$ cat config.mk
export PLATFORM = sky130hd
export DESIGN_NAME = line_irq_counter
export DESIGN_NICKNAME = d
export VERILOG_FILES = /design/src/rtl/line_irq_pkg.sv /design/src/rtl/line_irq_decode.sv /design/src/rtl/line_irq_count.sv /design/src/rtl/line_irq_flag.sv /design/src/rtl/line_irq_counter.sv
export SDC_FILE = /design/constraint.sdc
export NUM_CORES = 1
export LEC_CHECK = 0
export BUFFER_PORTS_ARGS = -buffer_cell sky130_fd_sc_hd__buf_2
export CORE_UTILIZATION = 44
export DETAILED_ROUTE_END_ITERATION = 16
export PLACE_DENSITY = 0.72
export SLEW_MARGIN = 20
export SYNTH_ARGS = -nofsm -noshare
export SYNTH_HDL_FRONTEND = slang
export SYNTH_HIERARCHICAL = 1
export SYNTH_SLANG_ARGS = --single-unit
$ cat constraint.sdc
create_clock -name clk -period 5.7 [get_ports clk]
set_input_delay 1.14 -clock clk [delete_from_list [all_inputs] [get_ports clk]]
set_output_delay 1.14 -clock clk [all_outputs]
set_load 0.05 [all_outputs]
$ cat src/rtl/line_irq_pkg.sv
// Package: shared types for the scanline interrupt counter.
// Assumes one decoded register operation per cycle at most.
package line_irq_pkg;

    // Register operation decoded from one CPU write.
    typedef enum logic [2:0] {
        OP_NONE    = 3'd0,
        OP_LATCH   = 3'd1,
        OP_RELOAD  = 3'd2,
        OP_DISABLE = 3'd3,
        OP_ENABLE  = 3'd4
    } irq_op_e;

endpackage

$ cat src/rtl/line_irq_decode.sv
// Module: line_irq_decode
// Turns a CPU write into one register operation. Only the top two
// address bits, bit (ADDR_W-3) and bit 0 are looked at; the rest is
// ignored. Assumes ADDR_W >= 3.
module line_irq_decode
    import line_irq_pkg::*;
#(
    parameter int ADDR_W = 16
) (
    input  logic              wr_en,
    input  logic [ADDR_W-1:0] wr_addr,
    output irq_op_e           op
);

    localparam int SEL_BIT = ADDR_W - 3;

    logic in_range;

    // Purpose: pick the register from the write address.
    always_comb begin
        in_range = wr_en && (wr_addr[ADDR_W-1 -: 2] == 2'b11);
        op = OP_NONE;
        if (in_range) begin
            case ({wr_addr[SEL_BIT], wr_addr[0]})
                2'b00:   op = OP_LATCH;
                2'b01:   op = OP_RELOAD;
                2'b10:   op = OP_DISABLE;
                default: op = OP_ENABLE;
            endcase
        end
    end

endmodule

$ cat src/rtl/line_irq_count.sv
// Module: line_irq_count
// Holds the reload latch, the down-counter and the reload request.
// On a tick the counter reloads (request set or counter zero) or
// decrements. A reload write in the same cycle overrides the tick.
// Reports a tick that leaves the counter at zero.
module line_irq_count
    import line_irq_pkg::*;
#(
    parameter int CNT_W = 8
) (
    input  logic             clk,
    input  logic             rst_n,
    input  irq_op_e          op,
    input  logic [CNT_W-1:0] wr_data,
    input  logic             line_tick,
    output logic             tick_zero
);

    localparam logic [CNT_W-1:0] ZERO = '0;
    localparam logic [CNT_W-1:0] ONE  = CNT_W'(1);

    logic [CNT_W-1:0] latch_q;
    logic [CNT_W-1:0] cnt_q, cnt_d;
    logic             rel_q, rel_d;

    // Purpose: reload latch write.
    always_ff @(posedge clk) begin
        if (!rst_n)
            latch_q <= ZERO;
        else if (op == OP_LATCH)
            latch_q <= wr_data;
    end

    // Purpose: next counter and reload request, CPU write first.
    always_comb begin
        cnt_d     = cnt_q;
        rel_d     = rel_q;
        tick_zero = 1'b0;
        if (op == OP_RELOAD) begin
            cnt_d = ZERO;
            rel_d = 1'b1;
        end else if (line_tick) begin
            if (rel_q || (cnt_q == ZERO)) begin
                cnt_d = latch_q;
                rel_d = 1'b0;
            end else begin
                cnt_d = cnt_q - ONE;
            end
            tick_zero = (cnt_d == ZERO);
        end
    end

    // Purpose: counter and reload request registers.
    always_ff @(posedge clk) begin
        if (!rst_n) begin
            cnt_q <= ZERO;
            rel_q <= 1'b0;
        end else begin
            cnt_q <= cnt_d;
            rel_q <= rel_d;
        end
    end

    AST_RELOAD_TAKES_LATCH: assert property (@(posedge clk) disable iff (!rst_n)
        (line_tick && op != OP_RELOAD && (rel_q || cnt_q == ZERO))
        |=> (cnt_q == $past(latch_q) && !rel_q));

    AST_TICK_DECREMENTS: assert property (@(posedge clk) disable iff (!rst_n)
        (line_tick && op != OP_RELOAD && !rel_q && cnt_q != ZERO)
        |=> (cnt_q == $past(cnt_q) - ONE));

    AST_RELOAD_WRITE_WINS: assert property (@(posedge clk) disable iff (!rst_n)
        (op == OP_RELOAD) |=> (cnt_q == ZERO && rel_q));

    AST_IDLE_HOLDS: assert property (@(posedge clk) disable iff (!rst_n)
        (!line_tick && op != OP_RELOAD) |=> ($stable(cnt_q) && $stable(rel_q)));

endmodule

$ cat src/rtl/line_irq_flag.sv
// Module: line_irq_flag
// Holds the interrupt enable and the pending flag. A disable write
// clears pending with top priority, a zero tick while enabled sets
// it, and a poll clears it otherwise. Enable changes take effect on
// the following cycle.
module line_irq_flag
    import line_irq_pkg::*;
(
    input  logic    clk,
    input  logic    rst_n,
    input  irq_op_e op,
    input  logic    tick_zero,
    input  logic    poll_req,
    output logic    pending
);

    logic en_q;
    logic set_now;

    assign set_now = tick_zero && en_q;

    // Purpose: enable register from the enable/disable writes.
    always_ff @(posedge clk) begin
        if (!rst_n)
            en_q <= 1'b0;
        else if (op == OP_DISABLE)
            en_q <= 1'b0;
        else if (op == OP_ENABLE)
            en_q <= 1'b1;
    end

    // Purpose: pending flag with disable > set > poll priority.
    always_ff @(posedge clk) begin
        if (!rst_n)
            pending <= 1'b0;
        else if (op == OP_DISABLE)
            pending <= 1'b0;
        else if (set_now)
            pending <= 1'b1;
        else if (poll_req)
            pending <= 1'b0;
    end

    AST_DISABLE_CLEARS: assert property (@(posedge clk) disable iff (!rst_n)
        (op == OP_DISABLE) |=> (!pending && !en_q));

    AST_ZERO_SETS: assert property (@(posedge clk) disable iff (!rst_n)
        (tick_zero && en_q && op != OP_DISABLE) |=> pending);

    AST_POLL_ACKS: assert property (@(posedge clk) disable iff (!rst_n)
        (poll_req && !tick_zero) |=> !pending);

    AST_NO_SET_DISABLED: assert property (@(posedge clk) disable iff (!rst_n)
        (!en_q && !pending) |=> !pending);

endmodule

$ cat src/rtl/line_irq_counter.sv
// Module: line_irq_counter (top)
// Scanline interrupt down-counter: a write decoder, the counter with
// its reload latch, and the enable/pending flag. The interrupt line
// and the poll view both show the pending flag. Assumes line_tick is
// already a clean one-cycle pulse per scanline.
module line_irq_counter
    import line_irq_pkg::*;
#(
    parameter int ADDR_W = 16,
    parameter int CNT_W  = 8
) (
    input  logic              clk,
    input  logic              rst_n,
    input  logic              line_tick,
    input  logic              wr_en,
    input  logic [ADDR_W-1:0] wr_addr,
    input  logic [CNT_W-1:0]  wr_data,
    input  logic              poll_req,
    output logic              poll_pending,
    output logic              irq
);

    irq_op_e op;
    logic    tick_zero;
    logic    pending;

    line_irq_decode #(.ADDR_W(ADDR_W)) u_decode (
        .wr_en   (wr_en),
        .wr_addr (wr_addr),
        .op      (op)
    );

    line_irq_count #(.CNT_W(CNT_W)) u_count (
        .clk       (clk),
        .rst_n     (rst_n),
        .op        (op),
        .wr_data   (wr_data),
        .line_tick (line_tick),
        .tick_zero (tick_zero)
    );

    line_irq_flag u_flag (
        .clk       (clk),
        .rst_n     (rst_n),
        .op        (op),
        .tick_zero (tick_zero),
        .poll_req  (poll_req),
        .pending   (pending)
    );

    assign irq          = pending;
    assign poll_pending = pending;

    AST_OUT_OF_RANGE_QUIET: assert property (@(posedge clk) disable iff (!rst_n)
        (wr_en && wr_addr[ADDR_W-1 -: 2] != 2'b11 && !line_tick && !poll_req)
        |=> $stable(irq));

endmodule

## Yosys cells after proc, flatten, opt, wreduce, memory -nomap -nowiden

Index checks and enable logic that the tools add are counted.

| storage, ports and cells | value |
|---|---|
| memories | 0 |
| latch bits | 0 |
| logic and storage cells | 38 |
| flip-flop bits (word level) | 19 |
| bits in read-only memories | 0 |
| bits of input ports | 29 |
| output and inout port bits | 2 |
| RAM bits | 0 |

| operators by class | value |
|---|---|
| muxes and demuxes | 12 |
| add/subtract/negate cells | 1 |
| reductions and logical operators | 12 |
| shifts and indexed selects | 0 |
| multipliers | 0 |
| equality and inequality tests | 7 |
| bitwise operators | 1 |
| magnitude comparators | 0 |
| divide/modulo/power cells | 0 |

Operators by type and width:

| kind | count |
|---|---|
| 8-bit 2-to-1 mux | 3 |
| 8-bit zero test | 2 |
| 3-bit case mux with 3 select lines | 1 |
| 8-bit by 1-bit subtractor with 8-bit output (second input constant) | 1 |
| 1-bit 2-to-1 mux | 7 |
| 3-bit by 2-bit equality test with 1-bit output (second input constant) | 2 |
| 2-bit nonzero test | 3 |
| 2-bit equality test (second input constant) | 2 |
| 2-bit OR reduction | 2 |
| 3-bit by 1-bit equality test with 1-bit output (second input constant) | 1 |
| 3-bit equality test (second input constant) | 1 |
| 3-bit 2-to-1 mux | 1 |
| 2-bit by 1-bit equality test with 1-bit output (second input constant) | 1 |
| 1-bit logical AND | 2 |
| 2-bit zero test | 1 |
| 2-bit AND reduction | 1 |
| 1-bit logical OR | 1 |
| 1-bit NOT | 1 |

## Longest topological paths before layout

Gate-level depths: netlist (run 1).

| logic depth | value |
|---|---|
| word-level depth | 10 |
| gate-level depth with buffers | 11 |
| mapped depth without buffers | 11 |

## By module

Netlist (run 1), hierarchy kept.

Modules (own cells, without submodules):

| module | times used | seq. area each (µm²) | area each (µm²) | cells each |
|---|---|---|---|---|
| line_irq_count | 1 | 340.3 | 998.5 | 117 |
| line_irq_flag | 1 | 40.0 | 93.8 | 12 |
| line_irq_decode | 1 | 0.0 | 83.8 | 12 |
| line_irq_counter | 1 | 0.0 | 7.5 | 1 |

## Worst setup path before layout (run 1)

OpenSTA, ideal clock, no wires.

| timing | value |
|---|---|
| path kind | input port to flip-flop |
| from | input port wr_addr[0] |
| to | register u_count.latch_q[0] |
| arrival | 2.423 ns |
| setup time | 0.116 ns |
| path buffers | 1 |
| data required time | 5.584 ns |
| stages on the path | 6 |
| setup slack | 3.161 ns |
| path through | ha_1 -> nor3_2 -> nor3b_1 -> buf_1 -> mux2i_1 -> nor2b_1 |

| between the ends | value |
|---|---|
| longest elaborated chain between the ends | 4 |
| elaborated cells on any way between the ends | 6 |
| classes of those cells | 3 x eq/ne; 2 x mux; 1 x reduce/logical |

Ends and longest elaborated chain:

| element | line | text |
|---|---|---|
| from (decl) | line_irq_counter.sv:16 | `input logic [ADDR_W-1:0] wr_addr,` |
| 2-bit equality test (tied with other cells) | line_irq_decode.sv:24 | `case ({wr_addr[SEL_BIT], wr_addr[0]})` |
| 3-bit case mux with 3 select lines (*) | line_irq_decode.sv:24 |  |
| 3-bit 2-to-1 mux (*) | line_irq_decode.sv:23 | `if (in_range) begin` |
| via op[0] | line_irq_counter.sv:23 | `irq_op_e op;` |
| 3-bit by 1-bit equality test with 1-bit output (*) | line_irq_count.sv:30 | `else if (op == OP_LATCH)` |
| to (signal assigned) | line_irq_count.sv:31 | `latch_q <= wr_data;` |
| to (decl) | line_irq_count.sv:22 | `logic [CNT_W-1:0] latch_q;` |

Mark *: on every way through the listed nets, which the timed path passes. The rest lies on a longest branch.
A chain may end at the register's enable or synchronous reset.

## Final worst setup path (run 1)

| timing | value |
|---|---|
| from | input port wr_addr[0] |
| to | register u_count.cnt_q[5] |

| between the ends | value |
|---|---|
| longest elaborated chain between the ends | 5 |
| elaborated cells on any way between the ends | 7 |
| classes of those cells | 3 x eq/ne; 2 x mux; 2 x reduce/logical |

Ends and longest elaborated chain:

| element | line | text |
|---|---|---|
| 2-bit equality test (tied with other cells) | line_irq_decode.sv:24 |  |
| 3-bit case mux with 3 select lines (*) | line_irq_decode.sv:24 |  |
| 3-bit 2-to-1 mux (*) | line_irq_decode.sv:23 |  |
| via op[0] | line_irq_counter.sv:23 |  |
| 3-bit by 2-bit equality test with 1-bit output (*) | line_irq_count.sv:39 | `if (op == OP_RELOAD) begin` |
| 2-bit OR reduction (no line) (*) | - |  |
| to (signal assigned) | line_irq_count.sv:59 | `cnt_q <= cnt_d;` |
| to (decl) | line_irq_count.sv:23 | `logic [CNT_W-1:0] cnt_q, cnt_d;` |

Marked as above.

==> results of run 1 <==
## registers in the layout (all words and copies together), names as in the netlist
| register | count |
|---|---|
| u_count/rel_q | 1 |
| u_flag/en_q | 1 |
| u_count/cnt_q | 8 |
| u_count/latch_q | 8 |
| u_flag/pending | 1 |
## area by class of cell
cell class	count	area (µm²)	share of cell area, %
tap	30	37.5	2.87
multi-input combinational	106	728	55.6
inverter	10	37.5	2.87
clock buffer	3	22.5	1.72
clock inverter	1	5.00	0.382
sequential	19	380	29.1
timing repair buffer	19	97.6	7.46
## cell usage in the layout, fill, tap and decap left out, types with 3 or more instances in the layout
cell type / n
dfxtp_1: 19
o22ai_1: 3
inv_1: 10
nor3b_1: 4
nor2b_1: 10
nor2_1: 13
buf_2: 18
nand2_1: 8
a21oi_1: 6
nand2b_1: 4
ha_1: 5
mux2i_1: 8
clkbuf_4: 3
o21ai_0: 10
## per-stage QoR
step                hold slack (ps)  cells  power (mW)  instance area, µm²
floorplan                       463    142       0.564                1180
global placement                471    184       0.624                1280
detailed placement              489    184       0.643                1280
CTS                             505    188       0.713                1310
global route                    519    188       0.770                1310
finish                          501    188       0.714                1310
## synthesized netlist by cell type (2+ instances only)
cell type	number
inv_1	10
nand2b_1	4
dfxtp_1	19
nor3_1	2
ha_1	5
mux2i_1	8
nor2_1	13
o211ai_1	2
nand3_1	2
a31oi_1	2
o22ai_1	3
nor2b_1	10
o21ai_0	10
a21oi_1	6
nand2_1	8
o21bai_1	2
clkbuf_1	4
nor3b_1	4
## per-layer routing
metal  wire (µm)  part of all wire (%)  up-vias  track usage (%)
met1        1050                    45      457             25.2
met3         139                   6.0        2             1.98
li1            -                     -      532                -
met5           0                     0        -                0
met4          12                  0.51        0             9.21
met2        1130                    49       34             29.6
## final timing paths
| check | slack [ps] | cells after the start | end | start |
|---|---|---|---|---|
| max | 3300 | 7 | u_count/cnt_q[5] | wr_addr[0] |
| min | 500 | 2 | u_count/cnt_q[1] | u_count/cnt_q[1] |
| max reg2reg | 3420 | 10 | u_flag/pending | u_count/cnt_q[0] |
| min reg2reg | 500 | 2 | u_count/cnt_q[1] | u_count/cnt_q[1] |
## critical path: stages
cell and delay [ps]:
buf_2 100, ha_1 210, nor3_2 260, nor2_1 80, nand2_1 130, nand2_1 210
a2111oi_0 450
## report_power, final
group,switching [mW],internal [mW]
Sequential,0.0437,0.162
Combinational,0.242,0.199
Clock,0.0411,0.0262
## cells by family (layout without fill, tap and decap cells)
family / Yosys count / after routing / synth area share, %
AND/OR/NAND/NOR: 54 / 54 / 27.0
AO/OA/AOI/OAI: 37 / 37 / 20.8
flip-flops: 19 / 19 / 32.1
buffers and inverters: 17 / 33 / 6.34
multiplexers: 9 / 9 / 7.72
adder cells (fa/ha/maj): 5 / 5 / 5.29
XOR/XNOR: 1 / 1 / 0.740
==> results.toml, run 1 <==
[status]
outcome = "finished clean"

[timing]
fmax_mhz = 417
fin_skew_ps = 5.61
fin_ws_ps = 3300
slew_headroom_pct = 72.7
setup_viol = 0
finalHoldViolations = 0
min_period_over_period_pct = 42.1
fin_tns_setup_ps = 0
fin_crit_ps = 2400
rsz0062_at_grt = "false"
maxSlewViolCount = 0
worst_pin_slew_ps = 407

[route]
first_pass_iters = 4
wl_um = 2330
avgRoutedWirePerCell_um = 12.4
dr_total_vias = 1025
postRouteAntennaNets = 0
viasPerCell = 5.45
first_iter_violations = 26
drc_errors = 0

[die]
ioPinCount = 31
die_h_um = 53.9
dieArea_mm2 = 0.00290
die_w_um = 53.9
coreArea_mm2 = 0.00250
initial_core_util_pct = 47.3
row_count = 18

[worst_setup_path]
required_ps = 5880
start_kind = "input pin"
crit_type = "input pin to register"
crit_path_end_kind = "register"
critPathArrivalTime_ps = 2580
crit_path_max_fanout = 8

[finish]
antenna_cells = 0
finish.utilization_pct = 52.4
area_growth_syn_to_layout_pct = 10.6
nNetsFinal = 193
fill_cells = 238
drive_gt1_share_pct = 20.3

[synth]
syn_area_mm2 = 0.00118
seq_area_frac_synth_pct = 32.1
synth_cell_types = 46
syn_avg_cell_area_um2 = 8.34
synth.area.top_cells = "dfxtp_1 32%, mux2i_1 6.8%, ha_1 5.3%"
synth_edf_count = 0
synth-seq-cells = 19
async_flop_share_pct = 0
syn-num-nets = 176
yosysWarnings = 6
synth_flop_cell = "dfxtp_1"
syn_inst = 142
synthDominantCellAreaShare_pct = 32.1
yosys.area.top_type = "dfxtp_1"

[grt]
grt_usage_pct = 18.8
antenna_found_initial = 0
grt_pass1_vias = 905
overflow = 0
grt_max_degree = 19
grt_pass1_wl_um = 3940

[pwr]
p_leak_nw = 0.516
p_per_area_mw_per_mm2 = 545
ir_drop_mv = 0.328

[place]
post-place-ws_ps = 2970
io_buffers = 18
place_congestion = 0.867
dp_hpwl_um = 1800

[clocking]
cts_resized = 0
numCtsBuffers = 3
clockBufferDepth = 2
cts_setup_buffers = 0
clock_latency_ps = 300
htree_levels = 1
cts-hold-fix-buffers = 0
cts_tree = "done"
cts.reportedPaths.clkPinSlew_ps = 110
ctsRootBufferMaster = "clkbuf_4"
numClockSinks = 19

[min_path]
hp-class = "register to register"

[run]
timing.max_cap.violations = 0
Note: power is estimated with default switching activity, not from simulation.
==> run 2, diff against run 1 <==
ABC_AREA = 1   (was not set)
PLACE_DENSITY = 0.75   (was 0.72)
clock period = 2 ns   (was 5.7 ns; I/O delays follow)
==> results.toml, run 2 <==
[status]
outcome = "finished clean"

[finish]
top_regs = "u_count/cnt_q (8), u_count/latch_q (8)"
layout_commonest_cell = "nand2_1"
layout_common_cells = "38 x nand2_1, 35 x inv_1, 19 x dfxtp_1"
drive_gt1_share_pct = 18.6
nNetsFinal = 234
antenna_cells = 0
area_growth_syn_to_layout_pct = 13.2
finish.utilization_pct = 53.1

[grt]
grt_pass1_vias = 867
antenna_found_initial = 0
grt_usage_pct = 16.6
grt_max_degree = 17
overflow = 0
grt_pass1_wl_um = 3480

[timing]
min_period_over_period_pct = 85.9
fin_skew_ps = 11.5
fin_crit_ps = 1720
maxSlewViolCount = 0
finalHoldViolations = 0
fin_tns_setup_ps = 0
setup_viol = 0
timing.hold.ws_ps = 352
fmax_mhz = 582
rsz0062_at_grt = "false"
worst_pin_slew_ps = 404
slew_headroom_pct = 73.0

[pwr]
p_leak_nw = 0.676
clockPowerShare_pct = 21.7
swShare_pct = 36.4
p_per_area_mw_per_mm2 = 705
combPwrFrac_pct = 33.0
ir_drop_mv = 0.414
seq_power_share_pct = 45.3
p_sw_mw = 0.341
internal_power_mw = 0.595

[synth]
syn_inst = 178
async_flop_share_pct = 0
seq_area_frac_synth_pct = 32.4
synthDominantCellAreaShare_pct = 32.4
yosysWarnings = 6
syn_area_mm2 = 0.00117
synth_flop_cell = "dfxtp_1"
synth-seq-cells = 19
synth_cell_types = 21
syn_avg_cell_area_um2 = 6.59
netlist_top_cells_count = "38 x nand2_1, 35 x inv_1, 19 x dfxtp_1"
synth_most_common_cell = "nand2_1"
synth_edf_count = 0
yosys.area.top_type = "dfxtp_1"
synth.area.top_cells = "dfxtp_1 32%, nand2_1 12%, inv_1 11%"
syn-num-nets = 212

[clocking]
numClockSinks = 19
cts_resized = 0
htree_levels = 1
numCtsBuffers = 3
ctsRootBufferMaster = "clkbuf_4"
cts.reportedPaths.clkPinSlew_ps = 120
cts_tree = "done"
clock_latency_ps = 300
cts_setup_buffers = 0
clockBufferDepth = 2
cts-hold-fix-buffers = 0

[worst_setup_path]
cp_top_family = "simple AND/OR/NAND/NOR gates"
slowest_delay_ps = 320
crit_path_end_kind = "register"
slowest_stage = "dfxtp_1"
r2r_setup_slack_ps = 280
critPathArrivalTime_ps = 1960
crit_path_max_fanout = 8
r2r-start = "u_count/cnt_q[0]"
start_kind = "register"
crit_type = "register to register"
r2r_cells = 13
path_cells = "inv_1, ha_1, nand3_2, nor2_4, nor2_4, nand2_1, o21ai_1, nor2_1, nand2_1, nor2_1, nand2_1, o21a_1, nor2_1"
required_ps = 2240
r2r_end = "u_flag/pending"
crit_buf_inv = 1

[run]
timing.max_cap.violations = 0

[min_path]
hp-class = "input pin to register"
holdPathEnd = "u_flag/pending"
min-delay-start = "poll_req"
whs_path_depth = 3

[place]
dp_hpwl_um = 1580
io_buffers = 18
place_congestion = 0.761

[route]
wl_um = 2030
viasPerCell = 4.52
drc_errors = 0
avgRoutedWirePerCell_um = 8.84
first_pass_iters = 4
dr_total_vias = 1035
postRouteAntennaNets = 0
first_iter_violations = 17

[die]
initial_core_util_pct = 46.9
row_count = 18
ioPinCount = 31
coreArea_mm2 = 0.00250
dieArea_mm2 = 0.00288
die_h_um = 53.6
die_w_um = 53.6
## run 2: through the flow
stage	power [mW]	area [µm²]	std cells	setup slack [ps]
6_report	0.936	1330	229	282
5_1_grt	1.02	1330	229	116
4_1_cts	0.947	1330	229	269
3_5_place_dp	0.741	1300	225	87.0
3_3_place_gp	0.739	1300	225	106
2_1_floorplan	0.677	1170	178	356
## run 2: cell type report
type                    instances  area (µm²)
fillers                       249        1170
clock buffers                   3        22.5
repair buffers                 20         105
multi-input cells             119         636
clock inverters                 1        7.51
flip-flops and latches         19         380
well taps                      30        37.5
inverters                      37         139
## run 2: power by group through the flow
stage,sequential [mW],clock (mW),combinational (mW)
final,0.424,0.203,0.309
after floorplan,0.429,0,0.248
after CTS,0.424,0.212,0.310
after detailed placement,0.433,0,0.308
after global routing,0.428,0.231,0.357
after global placement,0.432,0,0.307
## run 2: layer usage
metal  GRT usage (%)  part of all wire, %
met1            22.6                   53
met2            25.4                   44
met3            2.54                  2.7
met4            7.89                 0.74
met5               0                    0
## run 2: cell families after synthesis
| kind of cell | count (synthesis) | share of synthesized area (%) |
|---|---|---|
| xor+xnor | 2 | 1.49 |
| fa+ha+maj | 5 | 5.34 |
| simple gates | 75 | 30.8 |
| flops | 19 | 32.4 |
| buf+inv | 40 | 13.3 |
| compound gates | 37 | 16.5 |
## run 2: worst max-delay path by stage
stage | from | end | depth (start not counted) | slack [ps]
6_report | u_count/cnt_q[0] | u_flag/pending | 13 | 280
5_1_grt | u_count/cnt_q[0] | u_flag/pending | 13 | 120
3_5_place_dp | wr_addr[0] | u_flag/pending | 17 | 90
3_3_place_gp | wr_addr[0] | u_flag/pending | 17 | 110
4_1_cts | u_count/cnt_q[0] | u_flag/pending | 13 | 270
2_1_floorplan | wr_addr[0] | u_flag/pending | 16 | 360
## run 2: worst min-delay path, stage by stage
cell	delay, ps
buf_2	80
o21a_1	110
nor2_1	30
